--- config.mk ---
export PLATFORM = sky130hd
export DESIGN_NAME = romWindowDecoder
export DESIGN_NICKNAME = d
export VERILOG_FILES = /design/src/rtl/rom_win_pkg.sv /design/src/rtl/romWinCtrl.sv /design/src/rtl/romWinDecode.sv /design/src/rtl/romWindowDecoder.sv
export SDC_FILE = /design/constraint.sdc
export NUM_CORES = 1
export LEC_CHECK = 0
export ABC_AREA = 1
export BUFFER_PORTS_ARGS = -buffer_cell sky130_fd_sc_hd__clkbuf_2
export CAP_MARGIN = 20
export CORE_MARGIN = 5
export CORE_UTILIZATION = 34
export CTS_CLUSTER_DIAMETER = 150
export DETAILED_ROUTE_END_ITERATION = 8
export GPL_ROUTABILITY_DRIVEN = 1
export PLACE_DENSITY = 0.82
export SLEW_MARGIN = 10
export SYNTH_ARGS = -nofsm -noshare
export SYNTH_HDL_FRONTEND = slang
export SYNTH_SLANG_ARGS = --single-unit
--- constraint.sdc ---
create_clock -name clk -period 1.6 [get_ports clk]
set_clock_uncertainty 0.05 [all_clocks]
set_input_delay 0.24 -clock clk [delete_from_list [all_inputs] [get_ports clk]]
set_output_delay 0.24 -clock clk [all_outputs]
set_load 0.05 [all_outputs]
--- src/rtl/rom_win_pkg.sv ---
package rom_win_pkg;
  localparam int ADDR_W = 32;
  localparam int BASE_W = 12;
  localparam int SIZE_W = 3;
  localparam int MIN_LOG2 = ADDR_W - BASE_W;            // 1 MB granule
  localparam int MAX_SHIFT = (1 << SIZE_W) - 1;
  localparam int OFFS_W = MIN_LOG2 + MAX_SHIFT;         // 128 MB window

  // configuration word field positions
  localparam int BASE_LSB = 20;
  localparam int SIZE_LSB = 17;
  localparam int EN_BIT = 16;
  localparam int WE_BIT = 15;
  localparam int ALIAS_BIT = 14;
  localparam int STRAP_BIT = 13;

  localparam logic [BASE_W-1:0] RESET_BASE = 12'hFF4;

  typedef struct packed {
    logic [BASE_W-1:0] base;
    logic [SIZE_W-1:0] sizeCode;
    logic enable;
    logic writeEn;
    logic aliasEn;
  } winCfg_t;
endpackage

--- src/rtl/romWinCtrl.sv ---
module romWinCtrl
  import rom_win_pkg::*;
(
  input  logic              clk,
  input  logic              rstN,
  input  logic              strapWide64,
  input  logic              regWrEn,
  input  logic [ADDR_W-1:0] regWrData,
  output logic [ADDR_W-1:0] regRdData,
  output winCfg_t           cfg
);
  winCfg_t cfgQ;

  always_ff @(posedge clk) begin
    if (!rstN) begin
      cfgQ.base     <= RESET_BASE;
      cfgQ.sizeCode <= '0;
      cfgQ.enable   <= 1'b0;
      cfgQ.writeEn  <= 1'b0;
      cfgQ.aliasEn  <= 1'b0;
    end else if (regWrEn) begin
      cfgQ.base     <= regWrData[BASE_LSB +: BASE_W];
      cfgQ.sizeCode <= regWrData[SIZE_LSB +: SIZE_W];
      cfgQ.enable   <= regWrData[EN_BIT];
      cfgQ.writeEn  <= regWrData[WE_BIT];
      cfgQ.aliasEn  <= regWrData[ALIAS_BIT];
    end
  end

  always_comb begin
    regRdData = '0;
    regRdData[BASE_LSB +: BASE_W] = cfgQ.base;
    regRdData[SIZE_LSB +: SIZE_W] = cfgQ.sizeCode;
    regRdData[EN_BIT]    = cfgQ.enable;
    regRdData[WE_BIT]    = cfgQ.writeEn;
    regRdData[ALIAS_BIT] = cfgQ.aliasEn;
    regRdData[STRAP_BIT] = strapWide64;
  end

  assign cfg = cfgQ;
endmodule

--- src/rtl/romWinDecode.sv ---
module romWinDecode
  import rom_win_pkg::*;
(
  input  winCfg_t           cfg,
  input  logic              busValid,
  input  logic [ADDR_W-1:0] busAddr,
  input  logic              busWrite,
  output logic              bankSel,
  output logic              writeStrobe,
  output logic              writeBlocked,
  output logic [OFFS_W-1:0] bankOffset
);
  logic [BASE_W-1:0] addrHi;
  logic [BASE_W-1:0] cmpMask;
  logic [OFFS_W-1:0] addrLo;
  logic [OFFS_W-1:0] winOffMask;
  logic [OFFS_W-1:0] aliasOffMask;
  logic live;
  logic winHit;
  logic aliasHit;

  assign addrHi = busAddr[ADDR_W-1 -: BASE_W];
  assign addrLo = busAddr[OFFS_W-1:0];
  assign live   = busValid & cfg.enable;

  // one mask bit cleared per size step keeps the base size-aligned
  assign cmpMask = {BASE_W{1'b1}} << cfg.sizeCode;
  assign winOffMask = {OFFS_W{1'b1}} >> (SIZE_W'(MAX_SHIFT) - cfg.sizeCode);
  assign aliasOffMask = {{(OFFS_W-MIN_LOG2){1'b0}}, {MIN_LOG2{1'b1}}};

  assign winHit   = live & (((addrHi ^ cfg.base) & cmpMask) == '0);
  assign aliasHit = live & cfg.aliasEn & (&addrHi);

  always_comb begin
    bankSel      = winHit | aliasHit;
    writeStrobe  = bankSel & busWrite & cfg.writeEn;
    writeBlocked = bankSel & busWrite & ~cfg.writeEn;
    if (winHit)
      bankOffset = addrLo & winOffMask;
    else if (aliasHit)
      bankOffset = addrLo & aliasOffMask;
    else
      bankOffset = '0;
  end
endmodule

--- src/rtl/romWindowDecoder.sv ---
module romWindowDecoder
  import rom_win_pkg::*;
(
  input  logic              clk,
  input  logic              rstN,
  input  logic              strapWide64,
  input  logic              regWrEn,
  input  logic [ADDR_W-1:0] regWrData,
  output logic [ADDR_W-1:0] regRdData,
  input  logic              busValid,
  input  logic [ADDR_W-1:0] busAddr,
  input  logic              busWrite,
  output logic              bankSel,
  output logic              writeStrobe,
  output logic              writeBlocked,
  output logic [OFFS_W-1:0] bankOffset
);
  winCfg_t cfg;

  romWinCtrl u_ctrl (
    .clk(clk), .rstN(rstN), .strapWide64(strapWide64),
    .regWrEn(regWrEn), .regWrData(regWrData), .regRdData(regRdData),
    .cfg(cfg)
  );

  romWinDecode u_dec (
    .cfg(cfg), .busValid(busValid), .busAddr(busAddr), .busWrite(busWrite),
    .bankSel(bankSel), .writeStrobe(writeStrobe), .writeBlocked(writeBlocked),
    .bankOffset(bankOffset)
  );
endmodule

=== After elaboration in Yosys (flattened, before gate mapping) ===
Index checks and enable logic that the tools add are counted.

* Flip-flop bits (word level): 18
* Input port bits: 70
* Logic and storage cells: 24

* Add/sub/neg operators: 1
* Shift operators: 2
* Muxes and demuxes: 2
* Bitwise logic cells: 12
* Reduce and logical (&&, ||, !) cells: 2

{| class="wikitable"
|+ Operators with widths
! cell !! number
|-
| $and A27 B27 Y27 || 1
|-
| $mux W27 || 1
|-
| $shr A27 B3 Y27 const A || 1
|-
| $mux W20 || 1
|-
| $and A12 B12 Y12 || 1
|-
| $logic_not A12 Y1 || 1
|-
| $reduce_and A12 Y1 || 1
|-
| $shl A12 B3 Y12 const A || 1
|-
| $xor A12 B12 Y12 || 1
|-
| $and A1 B1 Y1 || 7
|-
| $sub A3 B3 Y3 const A || 1
|-
| $not A1 Y1 || 1
|-
| $or A1 B1 Y1 || 1
|}

=== Logic depth before layout (Yosys ltp) ===
* Word-level depth: 7
* Depth in mapped cells: 11
* Gate-level depth less buffers: 10

=== By module ===
From an unflattened synthesis, not the netlist that was laid out.

* Cells, all modules: 262
* Area total of the unflattened synthesis: 1,707.9 um^2

{| class="wikitable"
|+ By module, submodules not included
! module !! times used !! cells an instance !! area an instance (um^2) !! seq. area each (um^2)
|-
| romWinCtrl || 1 || 129 || 947.2 || 360.3
|-
| romWinDecode || 1 || 133 || 760.7 || 0.0
|}

=== Worst setup path before layout ===
OpenSTA, ideal clock, no wires.

* Kind: register to output
* Start: register u_ctrl.cfgQ (netlist bit u_ctrl.cfg[4])
* End: output bankOffset[20]
* Arrival time: 2,354 ps
* Required time: 1,310 ps
* Setup slack: -1,044 ps
* Cell stages (with the launch flop): 7
* Buffers on the path: 0
* Path through: dfxtp_1 -> nand3_1 -> nand3_1 -> nand2_1 -> nor2_2 -> nand3_4 -> nor3_1

* Cells in the longest elaborated chain, start to end: 5
* Elaborated cells between the ends (all ways): 8
* Those cells by class: 1 x add/sub; 2 x shift; 1 x mux; 3 x bitwise; 1 x reduce/logical

{| class="wikitable"
|+ Ends and longest elaborated chain
! element !! RTL line !! RTL
|-
| from (decl) || romWinCtrl.sv:12 || <nowiki>winCfg_t cfgQ;</nowiki>
|-
| parallel branches: the longest is 4 deep, another holds $sub A3 B3 Y3 || - ||
|-
| $mux W27 (*) || romWinDecode.sv:38 || <nowiki>if (winHit)</nowiki>
|-
| to (decl) || romWindowDecoder.sv:16 || <nowiki>output logic [OFFS_W-1:0] bankOffset</nowiki>
|}

Mark *: on every way between the ends.

=== Worst setup path in the final report ===
* Start: register u_ctrl.cfgQ (netlist bit u_ctrl.cfg[13])
* End: output writeStrobe

* Cells in the longest elaborated chain, start to end: 7

{| class="wikitable"
|+ Ends and longest elaborated chain
! element !! RTL line !! RTL
|-
| $xor A12 B12 Y12 || romWinDecode.sv:31 || <nowiki>assign winHit = live & (((addrHi ^ cfg.base) & cmpMask) == '0);</nowiki>
|-
| $and A12 B12 Y12 || romWinDecode.sv:31 ||
|-
| $logic_not A12 Y1 || romWinDecode.sv:31 ||
|-
| $and A1 B1 Y1 || romWinDecode.sv:31 ||
|-
| $or A1 B1 Y1 || romWinDecode.sv:35 || <nowiki>bankSel = winHit | aliasHit;</nowiki>
|-
| $and A1 B1 Y1 (2 in a row) || romWinDecode.sv:36 || <nowiki>writeStrobe = bankSel & busWrite & cfg.writeEn;</nowiki>
|-
| to (decl) || romWindowDecoder.sv:14 || <nowiki>output logic writeStrobe,</nowiki>
|}

No other way between the ends.

==> results.txt <==
Status: finished with violations
Failing checks: setup timing
Worst skew pair latency: 0.25 ns
Number of clock sinks: 18
F_max: 0.498 GHz
Critical path type: reg -> out
VDD IR-drop max: 0.492 mV
Clk Tree Root Cell: clkbuf_8
Residual DRC count: 0
Vias in the first global route: 1687
Fin. Hold Viols: 0
Die area: 5620 µm²
Hold_buf cts: 0
Clk buf depth: 2
CTS tree: yes
Proportion of layout cells with a drive suffix above 1: 0.586
HPWL Detailed: 3760 µm
Starting density of the core: 0.354
GPL Wtd Cong: 0.819
DRT Pass-1 Iters: 4
CP Capture Type: primary output
Die Ht: 75.0 µm
Setup ws final: -0.407 ns
PortBufs: 102
Wire per inst: 11.6 µm
Final WL: 4570 µm
Unique masters post-synth: 21
Cells after DPL: 389
Max-Cap Viols: 0
Detailed Route Iter0 Violations: 40
Post-Syn Area: 1440 µm²
Via density: 4.34
Worst Path Arrival: 1.72 ns
Yosys warning total: 0
Remaining Overflow, GRT: 0
Final setup vio count: 30
Pre-CTS WS: -0.312 ns
Min cycle time layout: 2.01 ns
Fin cells: 395
Worst EP required: 1.31 ns
Worst-path clk slew: 0.07 ns
RSZ-0062 raised after global routing: yes
Die width: 75.0 µm
Core ar.: 4060 µm²
Design Area, Final: 2690 µm²
Critical path startpoint category: register
Leakage dissipation: 1.42 nW
DP Area: 2390 µm²
Final ANT Viol Nets: 0
Seq/Total Area, Yosys: 0.251
Synthesized area per cell: 6.74 µm²
Routed via count: 1716
Area Growth Syn to Fin: 87.3%
CTS buffer count: 3
Largest net degree at the start of global routing: 21
Utilization after layout: 0.663
Inserted Diodes: 0
Max-slew violations: 0
Final nets: 416
Synth Register Bits: 18
# IOs: 132
Tot GR Track Use: 0.160
Core Rows: 23
PD cells: 508 nW/µm²
Synth Instances: 213
Fin crit share: 1.25
H-tree level count: 1
Max reg flops: 18
Global-route wire length before repair: 7090 µm
CP Max Fanout: 3
Initial antenna violation count: 0
Worst min path class: in -> reg
Filler instances: 348
[routing by layer]
| metal | global-route usage | vias to the layer above | wire [µm] |
|---|---|---|---|
| met4 | 0.0375 | 0 | 43 |
| met1 | 0.173 | 753 | 1660 |
| met5 | 0 | - | 0 |
| met2 | 0.320 | 74 | 2430 |
| li1 | - | 885 | - |
| met3 | 0.0240 | 4 | 441 |
[cell usage in the layout (no fill, tap or decap), drive strengths merged]
master  Yosys  layout
clkbuf      4      77
nand4       1       1
nand3      10      10
conb        1      13
dfxtp      18      18
clkinv      1       1
nor3       10      10
o21ai      15      15
nor2       35      35
nand2      45      45
xnor2       4       4
inv        41      41
a21oi      12      12
buf        16      63
[path summary, 6_finish.rpt]
kind / startpoint / to / slack (ns) / cells after the start
min: regWrData[31] / u_ctrl.cfg[17]$_SDFFE_PN1P_ / 0.15 / 3
max: u_ctrl.cfg[13]$_SDFFE_PN1P_ / writeStrobe / -0.41 / 12
min reg2reg: u_ctrl.cfg[12]$_SDFFE_PN1P_ / u_ctrl.cfg[12]$_SDFFE_PN1P_ / 0.44 / 2
max reg2reg: u_ctrl.cfg[5]$_SDFFE_PN0P_ / u_ctrl.cfg[5]$_SDFFE_PN0P_ / 0.56 / 5
[synth_stat cells, drive strengths merged]
cell	number	area, µm²
conb	1	3.75
nor2	35	287
o21ai	15	75.1
nand3	10	62.6
clkinv	1	3.75
clkbuf	4	15.0
dfxtp	18	360
nor3	10	50.1
buf	16	145
inv	41	156
nand2	45	176
a21oi	12	60.1
nand4	1	6.26
xnor2	4	35.0
[cell families (layout without fill, tap and decap cells)]
family          count (synthesis)  after routing  synth area share
compound gates                 27             27            0.0941
flops                          18             18             0.251
other cells                     1             13           0.00261
simple gates                  101            101             0.405
xor+xnor                        4              4            0.0244
buf+inv                        62            182             0.223
[what timing repair did]
item / in CTS / in global routing
buffers inserted: 2 / 0
endpoints found under the setup margin: 30 / 30
gates cloned: 0 / 0
resized for setup: 39 / 47
pin swaps: 5 / 6
[per-stage QoR]
step / hold WS [ns] / TNS [ns] / power (mW)
2_1_floorplan: 0.312 / -9.70 / 0.865
3_3_place_gp: 0.399 / -6.69 / 1.02
3_5_place_dp: 0.406 / -7.50 / 1.03
4_1_cts: 0.145 / -11.87 / 1.37
5_1_grt: 0.154 / -14.29 / 1.44
6_report: 0.147 / -10.84 / 1.37
[final cells by class]
cell class                      count  area [µm²]  share of cell area
Clock buffer                        4        45.0              0.0167
Inverter                           42         176              0.0656
Multi-Input combinational cell    145         932               0.347
Sequential cell                    18         417               0.155
Tap cell                           50        62.6              0.0233
Timing Repair Buffer              136        1060               0.393
[worst max-delay path: stages (launching register included)]
cell	delay, ns
dfxtp_4	0.35
inv_2	0.04
nand2_2	0.05
nand2_2	0.06
nor2_2	0.11
nand2_1	0.07
nor2_2	0.15
nand3_4	0.12
nand2_8	0.12
buf_6	0.11
nand2_4	0.05
nor2_4	0.10
buf_12	0.14
[report_power, final]
group	switching [mW]	internal (mW)	leakage, nW
clock network	0.144	0.177	0.0228
registers	0.0308	0.476	0.155
logic	0.356	0.183	1.24
No activity file was read; power rests on OpenSTA's default activity.
